$ cat src/rtl/dma_seq_pkg.sv
package dma_seq_pkg;

  typedef enum logic [1:0] {
    UNIT_BLOCK = 2'd0,
    UNIT_WORD  = 2'd1,
    UNIT_LINE  = 2'd2
  } unit_e;

  typedef struct packed {
    logic  valid;     // encoding defined
    logic  trig_req;  // started by a peripheral request
    logic  trig_en;   // started by the enable bit alone
    unit_e unit;      // amount moved per trigger
    logic  auto_clr;  // enable drops at block end
    logic  eob_irq;   // end-of-block interrupt allowed
  } mode_attr_t;

endpackage

$ cat src/rtl/dma_mode_dec.sv
module dma_mode_dec
  import dma_seq_pkg::*;
(
  input  logic [2:0]  mode,
  output mode_attr_t  attr
);
  always_comb begin
    attr = '{valid: 1'b0, trig_req: 1'b0, trig_en: 1'b0, unit: UNIT_BLOCK,
             auto_clr: 1'b0, eob_irq: 1'b0};
    case (mode)
      3'b000: attr = '{1'b1, 1'b1, 1'b0, UNIT_BLOCK, 1'b1, 1'b1};
      3'b001: attr = '{1'b1, 1'b1, 1'b0, UNIT_WORD,  1'b1, 1'b1};
      3'b010: attr = '{1'b1, 1'b1, 1'b0, UNIT_LINE,  1'b1, 1'b1};
      3'b011: attr = '{1'b1, 1'b0, 1'b1, UNIT_BLOCK, 1'b1, 1'b1};
      3'b100: attr = '{1'b1, 1'b1, 1'b0, UNIT_BLOCK, 1'b0, 1'b0};
      3'b101: attr = '{1'b1, 1'b1, 1'b0, UNIT_WORD,  1'b0, 1'b0};
      default: ;
    endcase
  end
endmodule

$ cat src/rtl/dma_dcnt.sv
// Down counter that remembers its load value and can return to it.
module dma_dcnt #(
  parameter int W = 16
) (
  input  logic         clk,
  input  logic         rst,
  input  logic         ld,
  input  logic [W-1:0] ld_val,
  input  logic         dec,
  input  logic         reload,
  output logic [W-1:0] cnt_o,
  output logic         last_o
);
  logic [W-1:0] orig_q, cnt_q;

  always_ff @(posedge clk) begin
    if (rst) begin
      orig_q <= '0;
      cnt_q  <= '0;
    end else if (ld) begin
      orig_q <= ld_val;
      cnt_q  <= ld_val;
    end else if (reload) begin
      cnt_q  <= orig_q;
    end else if (dec) begin
      cnt_q  <= cnt_q - W'(1);
    end
  end

  assign cnt_o  = cnt_q;
  assign last_o = (cnt_q == W'(1));
endmodule

$ cat src/rtl/dma_mode_seq.sv
module dma_mode_seq
  import dma_seq_pkg::*;
#(
  parameter int CW       = 16,
  parameter int LINE_LEN = 4
) (
  input  logic          clk,
  input  logic          rst,
  input  logic          cfg_we,
  input  logic          cfg_en,
  input  logic          cfg_ie,
  input  logic [2:0]    cfg_mode,
  input  logic [CW-1:0] cfg_cnt,
  input  logic          req_i,
  input  logic          done_i,
  input  logic          irq_ack_i,
  output logic          xfer_o,
  output logic          busy_o,
  output logic          en_o,
  output logic          irq_o,
  output logic [CW-1:0] cnt_o
);
  localparam int LW = $clog2(LINE_LEN + 1);

  logic       en_q, ie_q, busy_q, xfer_q, pend_q, in_blk_q, irq_q;
  logic [2:0] mode_q;
  mode_attr_t attr;

  logic [CW-1:0] blk_cnt;
  logic [LW-1:0] line_cnt;
  logic          blk_last, line_last;
  logic          start, acc, fin, cont, abort, word_unit;

  dma_mode_dec u_dec (.mode(mode_q), .attr(attr));

  assign word_unit = (attr.unit == UNIT_WORD);

  // Trigger: enable-only mode, or a live or held request.
  assign start = !cfg_we && en_q && !busy_q && attr.valid && (blk_cnt != '0) &&
                 (attr.trig_en || (attr.trig_req && (req_i || pend_q)));
  assign acc   = !cfg_we && busy_q && !xfer_q && done_i;
  assign fin   = acc && blk_last;
  assign cont  = acc && !blk_last &&
                 ((attr.unit == UNIT_BLOCK) || ((attr.unit == UNIT_LINE) && !line_last));
  assign abort = cfg_we && !cfg_en && (busy_q || in_blk_q);

  dma_dcnt #(.W(CW)) u_blk (
    .clk(clk), .rst(rst),
    .ld(cfg_we), .ld_val(cfg_cnt),
    .dec(acc && !blk_last), .reload(fin),
    .cnt_o(blk_cnt), .last_o(blk_last)
  );

  dma_dcnt #(.W(LW)) u_line (
    .clk(clk), .rst(rst),
    .ld(start), .ld_val(LW'(LINE_LEN)),
    .dec(acc && (attr.unit == UNIT_LINE)), .reload(1'b0),
    .cnt_o(line_cnt), .last_o(line_last)
  );

  always_ff @(posedge clk) begin
    if (rst) begin
      en_q     <= 1'b0;
      ie_q     <= 1'b0;
      mode_q   <= 3'b000;
      busy_q   <= 1'b0;
      xfer_q   <= 1'b0;
      pend_q   <= 1'b0;
      in_blk_q <= 1'b0;
      irq_q    <= 1'b0;
    end else if (cfg_we) begin
      en_q     <= cfg_en;
      ie_q     <= cfg_ie;
      mode_q   <= cfg_mode;
      busy_q   <= 1'b0;
      xfer_q   <= 1'b0;
      pend_q   <= 1'b0;
      in_blk_q <= 1'b0;
      if (abort && ie_q)  irq_q <= 1'b1;
      else if (irq_ack_i) irq_q <= 1'b0;
    end else begin
      xfer_q <= start || cont;

      if (start)                busy_q <= 1'b1;
      else if (acc && !cont)    busy_q <= 1'b0;

      if (start)                in_blk_q <= 1'b1;
      else if (fin)             in_blk_q <= 1'b0;

      // Held request: word modes only, one deep.
      if (fin && attr.auto_clr)
        pend_q <= 1'b0;
      else if (word_unit && en_q && req_i && (busy_q || (start && pend_q)))
        pend_q <= 1'b1;
      else if (start)
        pend_q <= 1'b0;

      if (fin && attr.auto_clr) en_q <= 1'b0;

      if (fin && ie_q && attr.eob_irq) irq_q <= 1'b1;
      else if (irq_ack_i)              irq_q <= 1'b0;
    end
  end

  assign xfer_o = xfer_q;
  assign busy_o = busy_q;
  assign en_o   = en_q;
  assign irq_o  = irq_q;
  assign cnt_o  = blk_cnt;
endmodule

$ cat config.mk
export PLATFORM = sky130hd
export DESIGN_NAME = dma_mode_seq
export DESIGN_NICKNAME = d
export VERILOG_FILES = /design/src/rtl/dma_seq_pkg.sv /design/src/rtl/dma_mode_dec.sv /design/src/rtl/dma_dcnt.sv /design/src/rtl/dma_mode_seq.sv
export SDC_FILE = /design/constraint.sdc
export NUM_CORES = 1
export LEC_CHECK = 0
export ABC_AREA = 1
export BUFFER_PORTS_ARGS = -buffer_cell sky130_fd_sc_hd__buf_2
export CAP_MARGIN = 25
export CORE_UTILIZATION = 55
export CTS_CLUSTER_SIZE = 40
export DETAILED_ROUTE_END_ITERATION = 10
export MAX_ROUTING_LAYER = met4
export PLACE_DENSITY = 0.79
export SYNTH_ARGS = -nofsm -noshare
export SYNTH_HDL_FRONTEND = slang
export SYNTH_SLANG_ARGS = --single-unit
$ cat constraint.sdc
create_clock -name clk -period 4.16 [get_ports clk]
set_input_delay 0.416 -clock clk [delete_from_list [all_inputs] [get_ports clk]]
set_output_delay 0.416 -clock clk [all_outputs]
set_load 0.005 [all_outputs]
Word level (Yosys, flattened, before mapping)
Index checks and enable logic that the tools add are counted.

Input port bits: 27. Bits in latches: 0. Output and inout bits: 20. Flip-flop bits (word level): 45. Memory bits (writable): 0. ROM bits: 0. Memories: 0.

$add $sub $neg: 2. Divide/modulo/power cells: 0. Reductions and logical operators: 50. Multiplexer cells: 18. Shift operators: 0. Multipliers: 0. Magnitude comparators: 0. Equality and inequality tests: 9. Bitwise operators: 0.

Operator list (count): $mux 16 (3); $pmux 7 s6 (1); $logic_and 1x1->1 (25); $eq 16x1->1 const B (1); $reduce_bool 16->1 (1); $sub 16x1->16 const B (1); $mux 1 (12); $reduce_bool 2->1 (5); $logic_not 1->1 (7); $eq 3x1->1 const B (2); $eq 3x2->1 const B (2); $eq 3x3->1 const B (2); $logic_or 1x1->1 (6); $mux 3 (2); $reduce_or 2->1 (2); $logic_not 3->1 (1); $reduce_bool 3->1 (1); $reduce_or 3->1 (1); $sub 3x1->3 const B (1); $eq 2x1->1 const B (1); $eq 2x2->1 const B (1); $logic_not 2->1 (1).

Longest topological paths before layout
Gate-level depths: netlist of run 1.

Word-level depth: 10. Gate-level depth with buffers: 9.

Hierarchy
From an unflattened synthesis of run 1, not the netlist that was laid out.

Cells, all modules: 426. Area, all modules: 2768.9 sq um.

Modules (own cells, without submodules): dma_dcnt (u_blk) (times used 1, sequential area each 640.6 sq um, cells each 277, area an instance 1811.7 sq um); dma_mode_seq (times used 1, sequential area each 200.2 sq um, cells each 86, area an instance 581.8 sq um); dma_dcnt (u_line) (times used 1, sequential area each 120.1 sq um, cells each 53, area an instance 332.8 sq um); dma_mode_dec (times used 1, sequential area each 0.0 sq um, cells each 10, area an instance 42.5 sq um).

Least setup slack after synthesis of run 1
Ideal clock, no wire load.

Path kind: reg2reg. Start point: register u_blk.cnt_q[0] (netlist: u_blk.cnt_o[0]). End point: register busy_q (netlist: busy_o). Arrival time: 1.309 ns. Cell stages (with the launch flop): 10. Path slack: 2.781 ns. Buffers on the path: 0. Period minus slack after synthesis: 1.379 ns. Required time: 4.090 ns. Path through: dfxtp_1 > inv_2 > ha_1 > nand2_1 > nor2_4 > nand2_1 > nand3_1 > nand2_1 > nand2_1 > a21oi_1.

Cells in the longest elaborated chain, start to end: 7. Elaborated cells on any way between the ends: 11. Those cells by class: eq/ne (1); mux (1); reduce/logical (9).

RTL lines: from (decl) (RTL line dma_dcnt.sv:14) `logic [W-1:0] orig_q, cnt_q;`; from (signal assigned) (RTL line dma_dcnt.sv:22) `cnt_q <= ld_val;`; from (signal assigned) (RTL line dma_dcnt.sv:24) `cnt_q <= orig_q;`; from (signal assigned) (RTL line dma_dcnt.sv:26) `cnt_q <= cnt_q - W'(1);`; $eq 16x1->1 (RTL line dma_dcnt.sv:31) `assign last_o = (cnt_q == W'(1));`; $logic_not 1->1 (RTL line dma_mode_seq.sv:43) `assign cont = acc && !blk_last &&`; $logic_and 1x1->1 (2 in a row) (RTL line dma_mode_seq.sv:43); $logic_not 1->1 (RTL line dma_mode_seq.sv:85) `else if (acc && !cont) busy_q <= 1'b0;`; $logic_and 1x1->1 (RTL line dma_mode_seq.sv:85); $reduce_bool 2->1 (no line); to (signal assigned) (RTL line dma_mode_seq.sv:66) `busy_q <= 1'b0;`; to (signal assigned) (RTL line dma_mode_seq.sv:84) `if (start) busy_q <= 1'b1;`; to (signal assigned) (RTL line dma_mode_seq.sv:85); to (decl) (RTL line dma_mode_seq.sv:25) `logic en_q, ie_q, busy_q, xfer_q, pend_q, in_blk_q, irq_q;`.

Several ways; a longest one is shown, not always the timed one. A chain may end at the register's enable or synchronous reset.

Worst setup path in the final report of run 1
Start point: input port cfg_we. End point: register u_blk.cnt_q[8] (netlist: u_blk.cnt_o[8]).

Cells in the longest elaborated chain, start to end: 7. Elaborated cells on any way between the ends: 9. Those cells by class: mux (2); reduce/logical (7).

RTL lines: from (decl) (RTL line dma_mode_seq.sv:9) `input logic cfg_we,`; $logic_not 1->1 (RTL line dma_mode_seq.sv:41) `assign acc = !cfg_we && busy_q && !xfer_q && done_i;`; $logic_and 1x1->1 (3 in a row) (RTL line dma_mode_seq.sv:41); $logic_and 1x1->1 (RTL line dma_mode_seq.sv:42) `assign fin = acc && blk_last;`; $mux 16 (RTL line dma_dcnt.sv:23) `end else if (reload) begin`; $mux 16 (RTL line dma_dcnt.sv:20) `end else if (ld) begin`.

Several ways; a longest one is shown, not always the timed one.

==> results of run 1 <==
logic make-up after synthesis:
kind of cell | after synthesis | synth area share (%)
buf+inv | 64 | 10.6
simple gates | 189 | 34.6
flops | 45 | 35.9
compound gates | 71 | 15.2
fa+ha+maj | 4 | 1.99
xor+xnor | 5 | 1.75
routing by layer:
| layer | vias to the layer above | track usage, % | part of all wire [%] |
|---|---|---|---|
| met5 | - | - | 0 |
| met1 | 1154 | 33.2 | 47 |
| li1 | 1295 | - | - |
| met4 | 0 | 8.84 | 0.92 |
| met2 | 71 | 45.4 | 47 |
| met3 | 8 | 4.80 | 4.8 |
stage by stage:
| stage | util (%) | power [W] |
|---|---|---|
| finish | 64.0 | 0.000964 |
| global placement | 62.0 | 0.000688 |
| CTS | 64.0 | 0.000962 |
| global route | 64.0 | 0.00102 |
| floorplan | - | 0.000637 |
| detailed placement | 62.0 | 0.000692 |
flip-flops by register name (all words and copies together) (netlist names):
register and cells:
busy_o 1, en_o 1, ie_q 1, in_blk_q 1, irq_o 1, mode_q 3, pend_q 1, u_blk.cnt_o 16
u_blk.orig_q 16, u_line.cnt_o 3, xfer_o 1
path summary, 6_finish.rpt:
path,startpoint,to,slack (ns),cells after the start
setup / recovery,cfg_we,u_blk.cnt_o[8],2.03,7
hold / removal,cfg_ie,ie_q,0.38,3
setup reg to reg,busy_o,u_blk.cnt_o[8],2.24,6
hold reg to reg,u_blk.orig_q[7],u_blk.orig_q[7],0.47,2
power groups by stage:
| stage | combinational, W | clock (W) | sequential, W |
|---|---|---|---|
| 2_1_floorplan | 0.000150 | 0 | 0.000487 |
| 3_3_place_gp | 0.000198 | 0 | 0.000490 |
| 3_5_place_dp | 0.000202 | 0 | 0.000490 |
| 4_1_cts | 0.000204 | 0.000278 | 0.000480 |
| 5_1_grt | 0.000234 | 0.000297 | 0.000485 |
| 6_report | 0.000205 | 0.000279 | 0.000481 |
worst min-delay path: stages:
cell and delay (ns):
buf_2 0.10, nand2_1 0.06, a21oi_1 0.06
placed cells by master (no fill, tap or decap), types with 2 or more instances in the layout:
master,synthesis,layout
o22ai_1,7,7
nand3b_1,6,6
nand2_1,111,111
nor2_1,25,25
xor2_1,3,3
nand3_1,20,20
nor2_4,5,5
xnor2_1,2,2
nand4_1,10,10
inv_1,43,43
clkbuf_8,0,6
buf_2,5,46
o21ai_1,4,4
o21ai_0,18,18
a21oi_1,37,37
dfxtp_1,45,45
nor3_1,2,2
nand2_2,2,2
nor2_2,3,3
ha_1,4,4
inv_2,4,4
final cells by class:
cell class | count | area (sq um) | share of cell area (%)
Multi-Input combinational cell | 269 | 1340 | 47.9
Tap cell | 52 | 65.1 | 2.32
Timing Repair Buffer | 46 | 230 | 8.20
Inverter | 48 | 180 | 6.42
Sequential cell | 45 | 901 | 32.1
Clock buffer | 7 | 86.3 | 3.08
==> results.md, run 1 <==
- Seq pwr share: 49.9%
- Primary FF master, synth: dfxtp_1
- Crit-path cells: buf_2 -> inv_2 -> nand2_1 -> nand2_1 -> o21bai_2 -> nor2_1 -> nor2_1
- GRT overflow: 0
- Final worst path period need: 2.13 ns
- Core area: 4380 sq um
- Syn Inst Count: 378
- Placed Area: 2720 sq um
- Die area: 4840 sq um
- CP max stage delay: 0.78 ns
- First-pass GRT wire length: 10500 um
- F_max: 0.470 GHz
- Worst hold path type: primary input to flop
- Sw Ratio: 31.0%
- First-pass DRT Iterations: 4
- Maxcap violations: 0
- # DRC: 0
- GP Congestion: 0.835
- Clk_skew: 0.0103 ns
- Peak VDD IR: 223 uV
- Pre-CTS setup slack: 1.76 ns
- Final Hold Viols: 0
- P_int: 0.000665 W
- CP Launch Type: primary input
- NumNets Final: 446
- Fill count: 400
- Period utilization: 51.2%
- Iteration-0 DRC Markers: 180
- Seq cells post-synth: 45
- Yosys top cell area share: 35.9%
- WS Path Type: primary input to flop
- Num CTS Buffers: 5
- NetSw: 0.000299 W
- CTS-repair resized insts: 0
- DP Cell Count: 460
- Num Clock Sinks: 45
- Hold Buf Count CTS: 0
- Status: finished clean
- Initial antenna violation count: 0
- GRT Overall Usage: 27.2%
- Diodes inserted: 0
- Layout cell share with drive strength beyond 1: 16.9%
- Worst endpoint required time: 4.35 ns
- Clk buf depth: 2
- Top-count cell post-synth: nand2_1
- Area leader, netlist: dfxtp_1
- Hold WS: 0.375 ns
- RSZ-0062 raised after global routing: false
- Post-layout instance area: 2810 sq um
- Post-CTS Setup Inserts: 0
- Starting density of the core: 57.2%
- Setup WS post-layout: 2.03 ns
- Synth async-reset ratio: 0%
- Routed vias/inst: 5.41
- Commonest cells post-synth: 111 x nand2_1, 45 x dfxtp_1, 43 x inv_1
- Final HPWL DP: 4050 um
- IO buf count: 46
- Crit path DAT: 2.32 ns
- DR vias: 2528
- Pin count of the biggest net entering global routing: 33
- Clock Power Share: 28.9%
- CTS tree: built
- Area Growth Syn to Fin: 11.8%
- Synthesized area: 2510 sq um
- Number of flops mapped to enable cells by yosys: 0
- CP top delay family: simple AND/OR/NAND/NOR gates
- Nature of the critical path endpoint: flop
- Setup violations, final: 0
- CP max FO: 32
- Number of global-route vias before repair: 2422
- Slowest-stage cell, CP: nand2_1
- Die Y: 69.6 um
- Gate power share: 21.2%
- Post-Syn Nets: 409
- # rows: 24
- P_leak: 1.36 nW
- Final Non-Filler Cells: 467
- Avg Inst Size Synth: 6.64 sq um
- Yosys warning count: 0
- Sequential-to-total area share from yosys stat: 35.9%
- WL/cell: 12.6 um
- Worst-path clk slew: 0.08 ns
- Synth top area cells: dfxtp_1 36%, nand2_1 17%, a21oi_1 7.4%, inv_1 6.4%, nand3_1 4.0%
- Relative slew slack: 38.4%
- Setup TNS: 0 ns
- Die X: 69.6 um
- Pwr/cell area: 343 nW/um^2
- Detailed Route WL: 5900 um
- IO Pins: 47
- Final Slew Violations: 0
- WP buf/inv: 2
- Clock root buffer: clkbuf_8
- Routed Antenna Nets: 0
- Slew @ Worst Pin: 0.921 ns
- Synth unique cells: 35
- Clock Latency Late Sink: 0.30 ns
- CTS HTree Levels: 2
Note: power is estimated with default switching activity, not from simulation.
==> run 2: changes to the inputs <==
==> constraint.sdc (replaced) <==
create_clock -name clk -period 2 [get_ports clk]
set_input_delay 0.2 -clock clk [delete_from_list [all_inputs] [get_ports clk]]
set_output_delay 0.2 -clock clk [all_outputs]
set_load 0.005 [all_outputs]
==> run 2 against run 1 <==
  * Critical path type is now flop to flop
  * Worst hold slack got worse by 0.23 ns
  * Flip-flop and latch count unchanged
  * Largest cell class unchanged
  * Power increased by 110%
==> results.md, run 2 (synthesized netlist as in run 1, its figures left out) <==
- Hold Buf Count CTS: 0
- R2R Setup Slk: 0.40 ns
- First-pass GRT wire length: 10100 um
- Layout cell share with drive strength beyond 1: 18.6%
- CP max FO: 11
- Final Slew Violations: 0
- Slew @ Worst Pin: 0.606 ns
- Pin count of the biggest net entering global routing: 22
- # rows: 24
- Multi-input gate area: 1340 sq um
- Slowest-stage cell, CP: dfxtp_1
- Clock Latency Late Sink: 0.31 ns
- Area Growth Syn to Fin: 14.1%
- Worst hold path type: primary input to flop
- R2R cell count: 8
- Die area: 4840 sq um
- Starting density of the core: 57.2%
- Detailed Route WL: 5940 um
- CP max stage delay: 0.39 ns
- DR vias: 2508
- IO Pins: 47
- Core area: 4380 sq um
- Initial antenna violation count: 0
- GP Congestion: 0.921
- Num Clock Sinks: 45
- Die X: 69.6 um
- IO buf count: 46
- Worst-path clk slew: 0.09 ns
- Crit path DAT: 1.84 ns
- Seq. cell area: 901 sq um
- WL/cell: 12.5 um
- Maxcap violations: 0
- Pwr/cell area: 699 nW/um^2
- Commonest non-fill, non-tap cell in the layout: nand2_1
- F_max: 0.627 GHz
- Hold depth: 3
- Relative slew slack: 59.5%
- Setup violations, final: 0
- Overall power: 0.00200 W
- Period utilization: 79.8%
- Die Y: 69.6 um
- Peak VDD IR: 451 uV
- Number of global-route vias before repair: 2318
- Num CTS Buffers: 5
- GRT Overall Usage: 26.5%
- Setup TNS: 0 ns
- Nature of the critical path endpoint: flop
- Fill count: 400
- Routed Antenna Nets: 0
- CTS-repair resized insts: 0
- Final worst path period need: 1.60 ns
- Status: finished clean
- Post-CTS Setup Inserts: 0
- Worst endpoint required time: 2.25 ns
- RSZ-0062 raised after global routing: false
- Clock root buffer: clkbuf_8
- CP Launch Type: flop
- First-pass DRT Iterations: 4
- Final Non-Filler Cells: 476
- Iteration-0 DRC Markers: 180
- R2r startpoint: u_blk.cnt_o[8]
- DP Cell Count: 468
- Diodes inserted: 0
- Clk_skew: 0.00905 ns
- Routed vias/inst: 5.27
- Clk buf depth: 2
- WS Path Type: flop to flop
- P_leak: 1.40 nW
- Crit-path cells: nor2_4 -> nand2_2 -> nor2_4 -> buf_4 -> nand2_1 -> nand3_1 -> nand2_1 -> a21oi_1
- # DRC: 0
- NumNets Final: 454
- GRT overflow: 0
- CTS tree: built
- Final Hold Viols: 0
- Most frequent cells in the layout: 111 x nand2_1, 46 x buf_2, 45 x dfxtp_1
- Final HPWL DP: 4270 um
- Hold path endpoint: ie_q
- HP Start: cfg_ie
- Reg2reg end: u_line.cnt_o[0]
- CTS HTree Levels: 2
## run 2: routing by layer
layer	vias up	GRT usage, %	wire [um]	part of all wire, %
met3	7	5.52	321	5.4
met5	-	-	0	0
met4	0	9.30	76	1.3
met1	1129	31.9	2620	44
met2	64	44.1	2930	49
li1	1308	-	-	-
## run 2: area by class of cell
class / instances / share of cell area [%]
Clock buffer: 6 / 2.53
Clock inverter: 2 / 0.350
Inverter: 48 / 6.29
Multi-Input combinational cell: 269 / 46.9
Sequential cell: 45 / 31.5
Tap cell: 52 / 2.27
Timing Repair Buffer: 54 / 10.1
## run 2: worst max-delay path, delay by kind of cell (launching register included)
kind / cells / cell delay, ns
buffers and inverters: 1 / 0.20
and+or+nand+nor: 6 / 0.79
DFF: 1 / 0.39
AOI/OAI and AO/OA: 1 / 0.16
## run 2: through the flow
stage / util (%) / hold slack, ns / area, sq um / setup slack, ns
after floorplan: - / 0.349 / 2510 / 0.621
after global placement: 63.4 / 0.450 / 2780 / 0.446
after detailed placement: 63.4 / 0.456 / 2780 / 0.370
after CTS: 65.3 / 0.139 / 2860 / 0.403
after global routing: 65.3 / 0.147 / 2860 / 0.235
final: 65.3 / 0.141 / 2860 / 0.404
## run 2: worst max-delay path by stage
stage	start	end	slack, ns	cells after the start
finish	u_blk.cnt_o[8]	u_line.cnt_o[0]	0.40	8
global route	u_blk.cnt_o[0]	u_line.cnt_o[0]	0.24	8
CTS	u_blk.cnt_o[0]	u_line.cnt_o[0]	0.40	8
detailed placement	cfg_we	u_blk.cnt_o[8]	0.37	9
global placement	cfg_we	u_blk.cnt_o[13]	0.45	9
floorplan	u_blk.cnt_o[0]	busy_o	0.62	9
## run 2: report_power, final
group | switching (W) | total (W) | internal (W) | leakage, nW
clock | 0.000323 | 0.000566 | 0.000243 | 0.0450
combinational | 0.000267 | 0.000439 | 0.000172 | 0.985
sequential | 0.0000487 | 0.000997 | 0.000949 | 0.371
==> run 3: changes to the inputs <==
--- a/config.mk
+++ b/config.mk
@@ -5,14 +5,14 @@
 export SDC_FILE = /design/constraint.sdc
 export NUM_CORES = 1
 export LEC_CHECK = 0
-export ABC_AREA = 1
+export ABC_AREA = 0
 export BUFFER_PORTS_ARGS = -buffer_cell sky130_fd_sc_hd__buf_2
 export CAP_MARGIN = 25
-export CORE_UTILIZATION = 55
+export CORE_UTILIZATION = 49
 export CTS_CLUSTER_SIZE = 40
 export DETAILED_ROUTE_END_ITERATION = 10
 export MAX_ROUTING_LAYER = met4
-export PLACE_DENSITY = 0.79
+export PLACE_DENSITY = 0.75
 export SYNTH_ARGS = -nofsm -noshare
 export SYNTH_HDL_FRONTEND = slang
 export SYNTH_SLANG_ARGS = --single-unit
==> constraint.sdc (replaced) <==
create_clock -name clk -period 1.4 [get_ports clk]
set_input_delay 0.14 -clock clk [delete_from_list [all_inputs] [get_ports clk]]
set_output_delay 0.14 -clock clk [all_outputs]
set_load 0.005 [all_outputs]
==> run 3 against run 2 <==
  * Maximum frequency down 25%
  * Clock skew increased by 0.0041 ns
  * Sequential power increased by 42%
  * Largest cell class unchanged
  * Final area is 21% higher
  * Combinational power rose by 97%
  * The run now ends with DRC, setup timing left
  * Routed wire length up 33%
==> results.md, run 3 <==
- Status: finished, violations left
- Failing checks: DRC, setup timing
- HP Start: cfg_mode[2]
- WL/cell: 18.8 um
- Hold depth: 3
- Routed Antenna Nets: 0
- Die Y: 71.2 um
- Pin count of the biggest net entering global routing: 24
- Fin util: 77.7%
- Top-count cell post-synth: dfxtp_1
- GRT overflow: 0
- Synth async-reset ratio: 0%
- Final HPWL DP: 4790 um
- Primary FF master, synth: dfxtp_1
- GP Congestion: 0.938
- IO buf count: 46
- Synth unique cells: 46
- Post-Syn Nets: 298
- Worst endpoint required time: 1.55 ns
- Worst-path clk slew: 0.08 ns
- R2R Setup Slk: -0.71 ns
- Relative slew slack: 68.8%
- Core area: 4470 sq um
- Layout cell share with drive strength beyond 1: 47.4%
- CTS HTree Levels: 2
- First-pass GRT wire length: 11400 um
- Iteration-0 DRC Markers: 211
- Peak VDD IR: 554 uV
- Final Slew Violations: 0
- Starting density of the core: 52.4%
- Clk_skew: 0.0132 ns
- Clk buf depth: 2
- Period utilization: 151%
- R2r startpoint: u_blk.cnt_o[9]
- Avg Inst Size Synth: 8.79 sq um
- Initial antenna violation count: 0
- Seq cells post-synth: 45
- Routed vias/inst: 6.18
- Setup WS post-layout: -0.714 ns
- Diodes inserted: 0
- Critical Path Most Common Cell: or4_4
- Num CTS Buffers: 5
- Sequential-to-total area share from yosys stat: 38.4%
- Num Clock Sinks: 45
- Slew @ Worst Pin: 0.467 ns
- Worst hold path type: primary input to flop
- Yosys top cell area share: 38.4%
- Commonest non-fill, non-tap cell in the layout: buf_4
- Die X: 71.2 um
- Pwr/cell area: 886 nW/um^2
- NumNets Final: 399
- Setup violations, final: 25
- F_max: 0.473 GHz
- DR vias: 2602
- Final worst path period need: 2.11 ns
- Area leader, netlist: dfxtp_1
- Crit-path cells: or4_4 -> or3_4 -> or4_4 -> o211ai_1 -> o221ai_1
- Fill count: 286
- Syn Inst Count: 267
- Final Hold Viols: 0
- Pre-CTS setup slack: -0.653 ns
- CP Launch Type: flop
- Synth top area cells: dfxtp_1 38%, mux2i_1 11%, nor2_1 5.8%, o21ai_0 3.2%, xnor2_1 3.0%
- Number of global-route vias before repair: 2325
- WS Path Type: flop to flop
- First-pass DRT Iterations: 7
- RSZ-0062 raised after global routing: true
- Die area: 5070 sq um
- Nature of the critical path endpoint: flop
- # DRC: 4
- Yosys warning count: 0
- CTS tree: built
- Reg2reg end: u_blk.cnt_o[14]
- Hold Buf Count CTS: 0
- Commonest cells post-synth: 45 x dfxtp_1, 36 x nor2_1, 25 x mux2i_1
- Number of flops mapped to enable cells by yosys: 0
- Hold path endpoint: mode_q[2]
- Area Growth Syn to Fin: 48.1%
- # rows: 24
- CP max stage delay: 0.55 ns
- P_leak: 1.53 nW
- Most frequent cells in the layout: 49 x buf_4, 46 x buf_2, 37 x dfxtp_1
- IO Pins: 47
- Clock root buffer: clkbuf_8
- Maxcap violations: 0
- Clock Latency Late Sink: 0.30 ns
- GRT Overall Usage: 29.5%
- Detailed Route WL: 7920 um
- Slowest-stage cell, CP: or4_4
- Crit path DAT: 2.27 ns
- R2R cell count: 5
- Synthesized area: 2350 sq um
- CP max FO: 4
-- run 3: cell types whose count changed in the layout (fill, tap and decap cells not counted), sizes merged, moves of 6 or more --
cell    before  now
nand3       22    4
xnor2        2    8
o21ai       22   15
o221ai       0    6
a211oi       0    8
mux2i        0   25
nor3         2    8
a21oi       37   11
nand4       11    2
inv         47    9
buf         54  108
nand2      113   17
-- run 3: routing by layer --
metal | share of wire, % | up-vias | global-route usage (%)
li1 | - | 1181 | -
met1 | 43 | 1254 | 38.6
met2 | 48 | 142 | 47.8
met3 | 5.8 | 25 | 3.56
met4 | 3.1 | 0 | 8.89
met5 | 0 | - | -
-- run 3: cell families (layout without fill, tap and decap cells) --
group / after synthesis / count (layout) / share of synthesized area (%)
simple gates: 89 / 89 / 20.5
compound gates: 67 / 67 / 19.5
flops: 45 / 45 / 38.4
mux: 25 / 25 / 10.7
buf+inv: 24 / 126 / 3.89
xor+xnor: 13 / 13 / 4.85
fa+ha+maj: 4 / 4 / 2.13
-- run 3: through the flow --
step	TNS, ns	std cells	hold slack [ns]	cell area (sq um)	total power (W)
finish	-10.34	421	0.0806	3470	0.00308
global route	-11.83	421	0.0928	3470	0.00319
CTS	-9.83	414	0.0811	3210	0.00293
detailed placement	-9.27	402	0.385	3040	0.00211
global placement	-8.20	402	0.376	3040	0.00209
floorplan	-7.11	267	0.287	2430	0.00180
-- run 3: power breakdown --
part	internal, W	switching (W)	total, W	leakage [nW]
combinational	0.000434	0.000428	0.000863	1.12
clock	0.000356	0.000440	0.000796	0.0395
sequential	0.00135	0.0000648	0.00142	0.374
total	0.00214	0.000933	0.00308	1.53
-- run 3: worst max-delay path, delay by kind of cell (launching register included) --
kind	cells	cell delay (ns)
and+or+nand+nor	3	1.35
AOI/OAI and AO/OA	2	0.31
DFF	1	0.32
-- run 3: final cells by class --
type                       instances  area [sq um]  share of cell area [%]
timing repair buffer             109           778                    22.4
inverter                           9          36.3                    1.04
clock buffer                       8          80.1                    2.30
multi-input combinational        198          1600                    45.9
sequential                        45           918                    26.4
tap                               52          65.1                    1.87
-- run 3: worst max-delay path by stage --
| stage | start | end | slack (ns) | depth (start not counted) |
|---|---|---|---|---|
| 3_5_place_dp | u_blk.cnt_o[9] | u_blk.cnt_o[14] | -0.65 | 5 |
| 4_1_cts | u_blk.cnt_o[9] | u_blk.cnt_o[14] | -0.68 | 5 |
| 6_report | u_blk.cnt_o[9] | u_blk.cnt_o[14] | -0.71 | 5 |
| 5_1_grt | u_blk.cnt_o[9] | irq_o | -0.74 | 6 |
| 3_3_place_gp | u_blk.cnt_o[9] | u_blk.cnt_o[14] | -0.62 | 5 |
| 2_1_floorplan | u_blk.cnt_o[9] | u_blk.cnt_o[14] | -0.61 | 5 |
-- run 3: what timing repair did --
item / 4_1_cts / 5_1_grt
cloned: 0 / 1
setup endpoints to repair: 25 / 25
pin swaps: 6 / 29
setup buffers: 6 / 7
hold endpoints to repair: 0 / 0
gates resized for setup: 16 / 48
